`src/rtl/flash_seq_pkg.sv`:
```
package flash_seq_pkg;

   localparam logic [7:0] OPC_WREN = 8'h06;
   localparam logic [7:0] OPC_RDSR = 8'h05;
   localparam int         STATUS_BUSY_BIT = 0;

   typedef enum logic [1:0] {
      ERR_NONE    = 2'd0,
      ERR_REJECT  = 2'd1,
      ERR_FAULT   = 2'd2,
      ERR_TIMEOUT = 2'd3
   } seq_err_e;

   typedef enum logic [2:0] {
      ST_IDLE,
      ST_WEN,
      ST_EAR,
      ST_CMD,
      ST_POLL,
      ST_WAIT,
      ST_GAP,
      ST_DONE
   } seq_state_e;

endpackage

```
`src/rtl/seq_byte_store.sv`:
```
module seq_byte_store #(
   parameter int DEPTH = 256,
   parameter int AW    = $clog2(DEPTH)
) (
   input  logic          clk,
   input  logic          we,
   input  logic [AW-1:0] waddr,
   input  logic [7:0]    wdata,
   input  logic [AW-1:0] raddr,
   output logic [7:0]    rdata
);
   logic [7:0] mem [DEPTH];

   always_ff @(posedge clk) begin
      if (we) mem[waddr] <= wdata;
   end

   assign rdata = mem[raddr];
endmodule

```
`src/rtl/seq_gap_timer.sv`:
```
module seq_gap_timer #(
   parameter int W = 16
) (
   input  logic         clk,
   input  logic         rst_n,
   input  logic         load,
   input  logic [W-1:0] load_val,
   output logic         zero
);
   logic [W-1:0] cnt;

   always_ff @(posedge clk or negedge rst_n) begin
      if (!rst_n)         cnt <= '0;
      else if (load)      cnt <= load_val;
      else if (cnt != '0) cnt <= cnt - 1'b1;
   end

   assign zero = (cnt == '0);
endmodule

```
`src/rtl/seq_frame_bytes.sv`:
```
module seq_frame_bytes
   import flash_seq_pkg::*;
#(
   parameter int IDX_W = 10,
   parameter int AW    = 8
) (
   input  seq_state_e       state,
   input  logic [IDX_W-1:0] idx,
   input  logic [7:0]       opcode,
   input  logic [31:0]      addr,
   input  logic             use4,
   input  logic [7:0]       ear_op,
   input  logic [7:0]       store_byte,
   output logic [AW-1:0]    store_raddr,
   output logic [7:0]       out_byte
);
   logic [7:0]       addr_b [4];
   logic [2:0]       sel;
   logic [IDX_W-1:0] alen;
   logic [IDX_W-1:0] off;

   for (genvar g = 0; g < 4; g++) begin : g_addr_bytes
      assign addr_b[g] = addr[31-8*g -: 8];
   end

   assign alen        = use4 ? IDX_W'(4) : IDX_W'(3);
   assign off         = idx - alen - IDX_W'(1);
   assign store_raddr = off[AW-1:0];
   assign sel         = use4 ? (idx[2:0] - 3'd1) : idx[2:0];

   always_comb begin
      out_byte = 8'h00;
      case (state)
         ST_WEN:  out_byte = OPC_WREN;
         ST_EAR:  out_byte = (idx == '0) ? ear_op : addr_b[0];
         ST_POLL: out_byte = (idx == '0) ? OPC_RDSR : 8'h00;
         ST_CMD: begin
            if (idx == '0)       out_byte = opcode;
            else if (idx <= alen) out_byte = addr_b[sel[1:0]];
            else                  out_byte = store_byte;
         end
         default: out_byte = 8'h00;
      endcase
   end
endmodule

```
`src/rtl/flash_mod_seq.sv`:
```
module flash_mod_seq
   import flash_seq_pkg::*;
#(
   parameter  int MAX_DATA = 256,
   parameter  int GAP_W    = 16,
   parameter  int POLL_MAX = 1000,
   localparam int BUF_AW   = $clog2(MAX_DATA),
   localparam int LEN_W    = BUF_AW + 2,
   localparam int IDX_W    = LEN_W,
   localparam int PC_W     = $clog2(POLL_MAX + 1)
) (
   input  logic              clk,
   input  logic              rst_n,
   input  logic              start,
   input  logic [7:0]        op_code,
   input  logic              op_native4,
   input  logic              mode_4byte,
   input  logic [31:0]       op_addr,
   input  logic [LEN_W-1:0]  op_len,
   input  logic [GAP_W-1:0]  poll_gap,
   input  logic              feat_master4,
   input  logic              feat_ear,
   input  logic [7:0]        ear_opcode,
   input  logic              buf_we,
   input  logic [BUF_AW-1:0] buf_waddr,
   input  logic [7:0]        buf_wdata,
   output logic              spi_cs,
   output logic              spi_req,
   output logic [7:0]        spi_wdata,
   input  logic              spi_ack,
   input  logic [7:0]        spi_rdata,
   input  logic              spi_fault,
   output logic              busy,
   output logic              done,
   output logic [1:0]        err_code
);
   if (MAX_DATA < 2 || (1 << BUF_AW) != MAX_DATA) begin : g_bad_depth
      $error("MAX_DATA must be a power of two of at least 2");
   end
   if (POLL_MAX < 1) begin : g_bad_polls
      $error("POLL_MAX must be at least 1");
   end
   if (GAP_W < 1) begin : g_bad_gap
      $error("GAP_W must be at least 1");
   end

   seq_state_e        state, after;
   logic [IDX_W-1:0]  idx, flen;
   logic [7:0]        op_r, ear_op_r, ear_val;
   logic [31:0]       addr_r;
   logic [LEN_W-1:0]  len_r;
   logic [GAP_W-1:0]  gap_r;
   logic [PC_W-1:0]   poll_cnt;
   logic              use4_r, ear_pend, ear_known, cmd_fault, timed_out, rej_r;
   logic              use4, ear_hit, reject, in_frame, last_byte, poll_again;
   logic              tmr_load, tmr_zero;
   logic [BUF_AW-1:0] st_raddr;
   logic [7:0]        st_rdata;

   assign use4    = op_native4 | mode_4byte;
   assign ear_hit = ear_known && (ear_val == op_addr[31:24]);
   assign reject  = (use4 && !feat_master4)
                 || (!use4 && !feat_ear && op_addr[31:24] != 8'h00)
                 || (op_len > LEN_W'(MAX_DATA));

   assign in_frame = (state == ST_WEN) || (state == ST_EAR)
                  || (state == ST_CMD) || (state == ST_POLL);

   always_comb begin
      case (state)
         ST_EAR, ST_POLL: flen = IDX_W'(2);
         ST_CMD:          flen = (use4_r ? IDX_W'(5) : IDX_W'(4)) + IDX_W'(len_r);
         default:         flen = IDX_W'(1);
      endcase
   end

   assign last_byte  = (idx == flen - IDX_W'(1));
   assign poll_again = spi_rdata[STATUS_BUSY_BIT] && (poll_cnt != PC_W'(POLL_MAX - 1));
   assign tmr_load   = (state == ST_POLL) && spi_ack && last_byte && poll_again;

   seq_byte_store #(.DEPTH(MAX_DATA), .AW(BUF_AW)) u_store (
      .clk(clk), .we(buf_we), .waddr(buf_waddr), .wdata(buf_wdata),
      .raddr(st_raddr), .rdata(st_rdata));

   seq_gap_timer #(.W(GAP_W)) u_timer (
      .clk(clk), .rst_n(rst_n), .load(tmr_load),
      .load_val(gap_r - GAP_W'(1)), .zero(tmr_zero));

   seq_frame_bytes #(.IDX_W(IDX_W), .AW(BUF_AW)) u_bytes (
      .state(state), .idx(idx), .opcode(op_r), .addr(addr_r), .use4(use4_r),
      .ear_op(ear_op_r), .store_byte(st_rdata), .store_raddr(st_raddr),
      .out_byte(spi_wdata));

   always_ff @(posedge clk or negedge rst_n) begin
      if (!rst_n) begin
         state <= ST_IDLE;   after <= ST_IDLE;  idx <= '0;
         op_r <= '0;         ear_op_r <= '0;    addr_r <= '0;
         len_r <= '0;        gap_r <= '0;       use4_r <= 1'b0;
         ear_pend <= 1'b0;   ear_known <= 1'b0; ear_val <= '0;
         cmd_fault <= 1'b0;  timed_out <= 1'b0; rej_r <= 1'b0;
         poll_cnt <= '0;
      end else begin
         case (state)
            ST_IDLE: if (start) begin
               op_r <= op_code;   ear_op_r <= ear_opcode; addr_r <= op_addr;
               len_r <= op_len;   gap_r <= poll_gap;      use4_r <= use4;
               cmd_fault <= 1'b0; timed_out <= 1'b0;      poll_cnt <= '0;
               idx <= '0;
               rej_r    <= reject;
               ear_pend <= !use4 && feat_ear && !ear_hit;
               state    <= reject ? ST_DONE : ST_WEN;
            end
            ST_WEN, ST_EAR, ST_CMD, ST_POLL: if (spi_ack) begin
               if (state != ST_POLL && spi_fault) cmd_fault <= 1'b1;
               if (!last_byte) begin
                  idx <= idx + 1'b1;
               end else begin
                  idx <= '0;
                  if (state == ST_WEN) begin
                     after <= ear_pend ? ST_EAR : ST_CMD;
                     state <= ST_GAP;
                  end else if (state == ST_EAR) begin
                     ear_pend <= 1'b0;
                     if (!cmd_fault && !spi_fault) begin
                        ear_known <= 1'b1;
                        ear_val   <= addr_r[31:24];
                     end
                     after <= ST_WEN;
                     state <= ST_GAP;
                  end else if (state == ST_CMD) begin
                     after <= ST_POLL;
                     state <= (gap_r != '0) ? ST_GAP : ST_DONE;
                  end else if (!spi_rdata[STATUS_BUSY_BIT]) begin
                     state <= ST_DONE;
                  end else if (!poll_again) begin
                     timed_out <= 1'b1;
                     state     <= ST_DONE;
                  end else begin
                     poll_cnt <= poll_cnt + 1'b1;
                     state    <= ST_WAIT;
                  end
               end
            end
            ST_WAIT: if (tmr_zero) state <= ST_POLL;
            ST_GAP:  state <= after;
            default: state <= ST_IDLE;
         endcase
      end
   end

   assign spi_cs  = in_frame;
   assign spi_req = in_frame;
   assign busy    = (state != ST_IDLE);
   assign done    = (state == ST_DONE);

   always_comb begin
      err_code = ERR_NONE;
      if (done) begin
         if (rej_r)          err_code = ERR_REJECT;
         else if (cmd_fault) err_code = ERR_FAULT;
         else if (timed_out) err_code = ERR_TIMEOUT;
      end
   end

   assert_done_pulse_R11: assert property (@(posedge clk) disable iff (!rst_n)
      done |=> !done);

   assert_req_hold_R7: assert property (@(posedge clk) disable iff (!rst_n)
      (spi_req && !spi_ack) |=> (spi_req && $stable(spi_wdata)));

   assert_refuse_now_R3: assert property (@(posedge clk) disable iff (!rst_n)
      (state == ST_IDLE && start && reject) |=> (done && err_code == ERR_REJECT));

   assert_ear_skip_R5: assert property (@(posedge clk) disable iff (!rst_n)
      (state == ST_EAR) |-> !(ear_known && ear_val == addr_r[31:24]));

   assert_wait_gap_R8: assert property (@(posedge clk) disable iff (!rst_n)
      (state == ST_WAIT) |-> (gap_r != '0));

endmodule

```
`config.mk`:
```
export PLATFORM = sky130hd
export DESIGN_NAME = flash_mod_seq
export DESIGN_NICKNAME = d
export VERILOG_FILES = /design/src/rtl/flash_seq_pkg.sv /design/src/rtl/seq_byte_store.sv /design/src/rtl/seq_gap_timer.sv /design/src/rtl/seq_frame_bytes.sv /design/src/rtl/flash_mod_seq.sv
export SDC_FILE = /design/constraint.sdc
export NUM_CORES = 2
export LEC_CHECK = 0
export ABC_AREA = 1
export BUFFER_PORTS_ARGS = -buffer_cell sky130_fd_sc_hd__buf_4
export CAP_MARGIN = 20
export CORE_ASPECT_RATIO = 2
export CORE_MARGIN = 2
export CORE_UTILIZATION = 34
export DETAILED_ROUTE_END_ITERATION = 8
export GPL_TIMING_DRIVEN = 0
export RECOVER_POWER = 25
export SYNTH_ARGS = -nofsm -noshare
export SYNTH_HDL_FRONTEND = slang
export SYNTH_SLANG_ARGS = --single-unit
```
`constraint.sdc`:
```
create_clock -name clk -period 3.8 [get_ports clk]
set_clock_uncertainty 0.15 [all_clocks]
set_input_delay 0.57 -clock clk [delete_from_list [all_inputs] [get_ports clk]]
set_output_delay 0.57 -clock clk [all_outputs]
set_load 0.01 [all_outputs]
```
# After elaboration in Yosys (flattened, before gate mapping)

Memory sizes are Yosys's and may differ from the RTL's.
Index checks and enable logic that the tools add are counted.

Bits in registers: 130
Memory bits (writable): 2,048
Input bits: 108
Logic and storage cells: 166
Memories kept: 1

Memory list:

| name        | depth | bits a word | rd ports | clocked after Yosys merged registers in | write ports | line                 | text |
|---|---|---|---|---|---|---|---|
| u_store.mem | 256   | 8           | 1        | 0                                       | 1           | seq_byte_store.sv:12 | `logic [7:0] mem [DEPTH];` |

Add/sub/neg operators: 9
$lt $le $gt $ge: 3
Equality and inequality tests: 23
Mux-type cells: 66
Bitwise operators: 3
Reduce and logical (&&, ||, !) cells: 44

Operators by type and width:

| operator                                            | number |
|---|---|
| 2-to-1 mux 10 bit                                   | 10 |
| case mux 10 bit (2 select lines)                    | 3 |
| 2-to-1 mux 8 bit                                    | 5 |
| 2-to-1 mux 16 bit                                   | 2 |
| case mux 8 bit (4 select lines)                     | 1 |
| nonzero test 16 bit                                 | 2 |
| subtractor 16 x 1 -> 16 bit, second input constant  | 2 |
| 2-to-1 mux 3 bit                                    | 10 |
| inequality test 2 bit, second input constant        | 12 |
| adder 10 x 1 -> 10 bit, second input constant       | 2 |
| 2-to-1 mux 1 bit                                    | 20 |
| 2-to-1 mux 2 bit                                    | 10 |
| AND reduction 9 bit                                 | 2 |
| binary-select mux 8 bit (select 2 bit)              | 1 |
| zero test 16 bit                                    | 1 |
| equality test 3 bit, second input constant          | 4 |
| logical AND 1 bit                                   | 12 |
| case mux 3 bit (4 select lines)                     | 1 |
| AND reduction 4 bit                                 | 3 |
| AND reduction 6 bit                                 | 2 |
| adder 3 x 10 -> 10 bit                              | 1 |
| equality test 10 bit                                | 1 |
| > comparator 10 x 9 -> 1 bit, second input constant | 1 |
| <= comparator 10 x 3 -> 1 bit                       | 1 |
| 25 further kinds                                    | 39 |

# Longest topological paths before layout

Depth in word-level cells: 10
Mapped depth: 28
Depth with buffers taken out: 26

# By module

From an unflattened synthesis, not the netlist that was laid out.

Cells, all modules: 8,225
Area, all modules: 91,765.5 um^2

Modules (own cells, without submodules):

| module          | instances | cells an instance | area each (um^2) | seq. area each (um^2) |
|---|---|---|---|---|
| seq_byte_store  | 1         | 6,995             | 83,236.1         | 61,499.0 |
| flash_mod_seq   | 1         | 818               | 6,232.2          | 2,852.7 |
| seq_frame_bytes | 1         | 244               | 1,163.6          | 0.0 |
| seq_gap_timer   | 1         | 168               | 1,133.6          | 400.4 |

# Worst setup path before layout

OpenSTA, ideal clock, no wires.

Path type: register -> output
From: reg use4_r
To: out spi_wdata[3]
Data arrival time: 3,145 ps
Data required time: 3,080 ps
Setup slack: -65 ps
Cell stages (with the launch flop): 16
Buffers on the path: 4
Path through: dfrtp_1 > ha_1 > fa_1 > clkbuf_1 > clkbuf_1 > clkbuf_1 > buf_1 > nand3_1 > a21oi_1 > o21ai_0 > a21oi_1 > o211ai_1 > nand3_1 > nand3_1 > o211ai_1 > nand2_1

Cells in the longest elaborated chain, start to end: 8

Ends and longest elaborated chain:

| what                                                              | line                  | text |
|---|---|---|
| from (decl)                                                       | flash_mod_seq.sv:54   | `logic use4_r, ear_pend, ear_known, cmd_fault, timed_out, rej_r;` |
| from (signal assigned)                                            | flash_mod_seq.sv:106  | `len_r <= op_len; gap_r <= poll_gap; use4_r <= use4;` |
| branches (longest 5 deep; another with subtractor 8 x 3 -> 8 bit) | n/a                   |  |
| 2-to-1 mux 8 bit *                                                | seq_frame_bytes.sv:39 | `else if (idx <= alen) out_byte = addr_b[sel[1:0]];` |
| 2-to-1 mux 8 bit *                                                | seq_frame_bytes.sv:38 | `if (idx == '0) out_byte = opcode;` |
| case mux 8 bit (4 select lines) *                                 | seq_frame_bytes.sv:33 | `case (state)` |
| to (decl)                                                         | flash_mod_seq.sv:29   | `output logic [7:0] spi_wdata,` |

Mark *: on every way between the ends. The select of a mux whose other input is x is not followed.

# Worst setup path after layout

From: reg use4_r
To: out spi_wdata[7]

The elaborated chain is that of the path after synthesis.

==> report_table.html <==
<table>
<tr><th>Metric</th><th>Value</th></tr>
<tr><th colspan="2">Run status</th></tr>
<tr><td>Result of the run</td><td>finished with violations</td></tr>
<tr><td>Failing checks</td><td>max-capacitance violations, max-slew violations, negative setup slack</td></tr>
<tr><th colspan="2">STA</th></tr>
<tr><td>Unrepaired setup endpoints after global routing</td><td>true</td></tr>
<tr><td>Maximum clock frequency</td><td>163 MHz</td></tr>
<tr><td>Tcrit/Tclk final</td><td>161%</td></tr>
<tr><td>Setup-violating endpoint count in the final report</td><td>413</td></tr>
<tr><td>Final min period</td><td>6.13 ns</td></tr>
<tr><td>Final-layout setup total negative slack</td><td>-85.96 ns</td></tr>
<tr><td>Max transition margin</td><td>-129%</td></tr>
<tr><td>Number of max-slew violations in the final report</td><td>1225</td></tr>
<tr><td>Pin slew with the least headroom to its limit</td><td>3.43 ns</td></tr>
<tr><td>Setup slack of the critical path after layout</td><td>-2.33 ns</td></tr>
<tr><td>Hold Vio Cnt, Final</td><td>0</td></tr>
<tr><th colspan="2">Floorplan</th></tr>
<tr><td>I/O pin cnt</td><td>122</td></tr>
<tr><td># rows</td><td>267</td></tr>
<tr><td>Die height</td><td>733 um</td></tr>
<tr><td>Initial core utilization</td><td>34.2%</td></tr>
<tr><td>Die Wd</td><td>368 um</td></tr>
<tr><td>Die outline area</td><td>0.270 sq mm</td></tr>
<tr><td>Core area</td><td>0.264 sq mm</td></tr>
<tr><th colspan="2">Power and ir drop</th></tr>
<tr><td>Leak</td><td>40.0 nW</td></tr>
<tr><td>Overall power</td><td>48.2 mW</td></tr>
<tr><td>PwrDens</td><td>430 mW/mm^2</td></tr>
<tr><td>Peak VDD IR</td><td>393 uV</td></tr>
<tr><th colspan="2">Cells and area</th></tr>
<tr><td>Final layout net count</td><td>8764</td></tr>
<tr><td>Core occupancy in the finished layout</td><td>42.4%</td></tr>
<tr><td>Commonest non-fill, non-tap cells in the layout</td><td>2274 x nand2_1, 2048 x edfxtp_1, 1040 x nand3_1, 490 x a21oi_1, 316 x nor2_1</td></tr>
<tr><td>Area growth from synthesis to layout</td><td>24.1%</td></tr>
<tr><td>Fraction of layout instances using a drive strength above 1</td><td>18.2%</td></tr>
<tr><td>Post-Layout Cell Count</td><td>12.3k</td></tr>
<tr><td>Commonest non-fill, non-tap cell in the layout</td><td>nand2_1</td></tr>
<tr><td>Fill cell instance count of the final layout</td><td>24.7k</td></tr>
<tr><th colspan="2">Detailed routing</th></tr>
<tr><td>Average wire length per cell after detail routing</td><td>43.2 um</td></tr>
<tr><td>Average vias per placed instance</td><td>5.89</td></tr>
<tr><td>Starting DRC count in detailed routing</td><td>9095</td></tr>
<tr><td>First-pass detailed-route iteration total</td><td>8</td></tr>
<tr><td>Remaining design rule violation count</td><td>0</td></tr>
<tr><td>Remaining number of nets flagged by the antenna check after routing</td><td>0</td></tr>
<tr><td>Final Routed Wirelength</td><td>534 mm</td></tr>
<tr><td>Via count</td><td>72.7k</td></tr>
<tr><th colspan="2">Hold path</th></tr>
<tr><td>Hold Path Class</td><td>input pin to flip-flop</td></tr>
<tr><th colspan="2">Place</th></tr>
<tr><td>Placer Congestion</td><td>1.07</td></tr>
<tr><td>HPWL after detailed placement</td><td>403 mm</td></tr>
<tr><td>Cell total after placement</td><td>11.8k</td></tr>
<tr><td>Buffers added on ports</td><td>113</td></tr>
<tr><th colspan="2">Logic synthesis</th></tr>
<tr><td>Instance count of the mapped netlist</td><td>7860</td></tr>
<tr><td>Warnings from Yosys</td><td>0</td></tr>
<tr><td>Portion of synthesized cell area occupied by the leading cell type</td><td>68.1%</td></tr>
<tr><td>Most area-consuming cells after synthesis</td><td>edfxtp_1 68%, nand2_1 9.7%, nand3_1 6.0%, dfrtp_1 3.6%, a21oi_1 2.9%</td></tr>
<tr><td>Post-Syn Area per Cell</td><td>11.5 sq um</td></tr>
<tr><td>Synth cell types</td><td>52</td></tr>
<tr><td>Cell accounting for the most synthesized area</td><td>edfxtp_1</td></tr>
<tr><td>Fraction of the yosys area taken by sequential cells</td><td>71.7%</td></tr>
<tr><td>Post-synthesis instance area</td><td>0.0903 sq mm</td></tr>
<tr><td>Syn Nets</td><td>7981</td></tr>
<tr><td>Synthesized flop and latch total</td><td>2178</td></tr>
<tr><th colspan="2">Flow run</th></tr>
<tr><td>Max-cap violations</td><td>13</td></tr>
<tr><th colspan="2">Global routing</th></tr>
<tr><td>Maximum number of pins on one net before global-route repair</td><td>144</td></tr>
<tr><td>Via count of the first global-routing pass</td><td>69.2k</td></tr>
<tr><td>Number of antenna violations at the first check in global routing</td><td>46</td></tr>
<tr><td>Remaining global-route overflow</td><td>0</td></tr>
<tr><td>Global router's overall resource usage</td><td>39.0%</td></tr>
<tr><td>Global-route wire length before repair</td><td>680 mm</td></tr>
<tr><th colspan="2">Clocking</th></tr>
<tr><td>Clock tree from TritonCTS</td><td>done</td></tr>
<tr><td>Longest Clk Path Bufs</td><td>4</td></tr>
<tr><td>TritonCTS Sinks</td><td>2178</td></tr>
<tr><td>Number of H-tree branching levels</td><td>4</td></tr>
<tr><td>Insertion delay to the later sink of the worst-skew pair</td><td>0.92 ns</td></tr>
<tr><td>Clock slew seen by the registers of the worst setup and hold paths</td><td>0.06 ns</td></tr>
<tr><td>Root buf cell</td><td>clkbuf_16</td></tr>
<tr><td>Cts bufs inserted</td><td>204</td></tr>
<tr><th colspan="2">Critical path</th></tr>
<tr><td>Endpoint required time on the critical path</td><td>3.08 ns</td></tr>
<tr><td>Master of the slowest instance on the critical path</td><td>fa_2</td></tr>
<tr><td>Kind of cell adding the most delay to the critical path</td><td>compound AO/OA/AOI/OAI gates</td></tr>
<tr><td>Element type at the critical path end</td><td>output pin</td></tr>
<tr><td>Buf/Inv on CP</td><td>5</td></tr>
<tr><td>WS Path Type</td><td>flip-flop to output pin</td></tr>
<tr><td>Signal arrival time at the worst endpoint</td><td>5.41 ns</td></tr>
<tr><td>Crit path largest cell delay</td><td>0.60 ns</td></tr>
<tr><td>Maximum fanout encountered on the critical timing path</td><td>9</td></tr>
<tr><td>Launching element type of the critical path</td><td>flip-flop</td></tr>
<tr><td>Critical path cell sequence</td><td>ha_4 &gt; fa_2 &gt; buf_12 &gt; clkbuf_16 &gt; buf_4 &gt; buf_8 &gt; nand3_1 &gt; nand3_1 &gt; nand2_2 &gt; a21oi_4 &gt; o31ai_1 &gt; a21oi_2 &gt; o211ai_1 &gt; nand3_2 &gt; nand3_2 &gt; o211ai_1 &gt; nand2_1 &gt; buf_6</td></tr>
</table>
power by group:
part / internal [mW] / total, mW / switching, mW
Clock: 11.3 / 21.0 / 9.69
Combinational: 0.181 / 0.881 / 0.700
Sequential: 26.3 / 26.3 / 0.0124
layer usage:
layer / global-route usage, % / part of all wire (%)
met5: 0 / 0.0056
met4: 46.5 / 15
met3: 8.68 / 7.6
met2: 64.7 / 48
met1: 36.9 / 29
timing repair:
item	in CTS	in global routing
setup buffers	43	26
endpoints found under the hold margin	391	0
gates cloned	1	4
gates resized for setup	1068	184
hold buffers	87	0
pin swaps	81	66
setup endpoints to repair	132	64
flip-flops by register name, summed over array words and instances, names as in the netlist, 8 cells and up:
| register | count |
|---|---|
| addr_r | 32 |
| ear_op_r | 8 |
| ear_val | 8 |
| gap_r | 16 |
| idx | 10 |
| len_r | 10 |
| op_r | 8 |
| poll_cnt | 10 |
| u_store.mem | 2048 |
| u_timer.cnt | 16 |
path summary, 6_finish.rpt:
kind | start | end | slack [ns] | cells after the start
worst max-delay path | use4_r$_DFFE_PN0P_ | spi_wdata[7] | -2.33 | 18
worst min-delay path | mode_4byte | rej_r$_DFFE_PN0P_ | 0.10 | 6
worst max register to register | use4_r$_DFFE_PN0P_ | poll_cnt[4]$_DFFE_PN0P_ | -0.15 | 22
worst min register to register | ear_op_r[1]$_DFFE_PN0P_ | ear_op_r[1]$_DFFE_PN0P_ | 0.32 | 2
max in group asynchronous | rst_n | poll_cnt[3]$_DFFE_PN0P_ | 0.23 | 3
min in group asynchronous | rst_n | gap_r[11]$_DFFE_PN0P_ | 0.92 | 2
cell families after synthesis:
family	after synthesis	share of synthesized area, %
and+or+nand+nor	3964	18.4
DFF	2178	71.7
AOI/OAI and AO/OA	997	6.52
buffers and inverters	684	2.90
adders and majority gates	13	0.188
xor gates and xnor gates	12	0.116
muxes	12	0.133
final cells by class:
cell class	instances	area [sq um]	share of cell area [%]
sequential	2178	64800	57.8
multi-input combinational	4998	25000	22.3
clock buffer	243	5270	4.70
buffer	512	4040	3.61
tap	3497	4380	3.90
clock inverter	120	1190	1.06
antenna	44	110	0.0982
inverter	169	697	0.622
timing repair buffer	580	6630	5.91
metrics by stage:
stage / hold slack, ns / setup slack [ns] / instance area (sq um)
floorplan: 0.124 / 0.0113 / 90300
global placement: 0.304 / -5.20 / 95500
detailed placement: 0.305 / -3.47 / 100000
CTS: 0.00674 / -2.12 / 111000
global route: 0.160 / -2.27 / 112000
finish: 0.104 / -2.33 / 112000
synth_stat cells, drive strengths merged:
master,n
nand3,1084
a31oi,7
or2,2
nor3b,3
nor3,54
nand3b,2
nor2,408
inv,164
o211ai,116
mux2i,12
o311ai,1
or3,4
a41oi,1
nand4,35
clkbuf,436
o221ai,2
a221oi,125
a22oi,6
o22ai,1
and2,1
nor4,16
o31ai,14
a221o,4
a21oi,526
o21ai,189
o21a,1
xor2,12
clkinv,5
ha,12
a32o,2
fa,1
a2111oi,2
edfxtp,2048
dfrtp,130
buf,79
nand2,2355
worst register-to-register path, cell delays in order (launching register included):
cell	delay (ns)
dfrtp_2	0.48
buf_6	0.17
ha_1	0.18
ha_1	0.30
a21oi_2	0.13
ha_2	0.28
xor2_1	0.15
nand3_1	0.15
nor2_4	0.16
nand2_1	0.10
inv_1	0.07
nand3_2	0.10
nor2_4	0.15
buf_4	0.13
buf_4	0.10
nand2_4	0.08
nand2_4	0.11
nand4_4	0.25
buf_6	0.24
nor3_4	0.16
nand3_1	0.09
nand2_1	0.07
nor2_1	0.04
No activity file was read; power rests on OpenSTA's default activity.
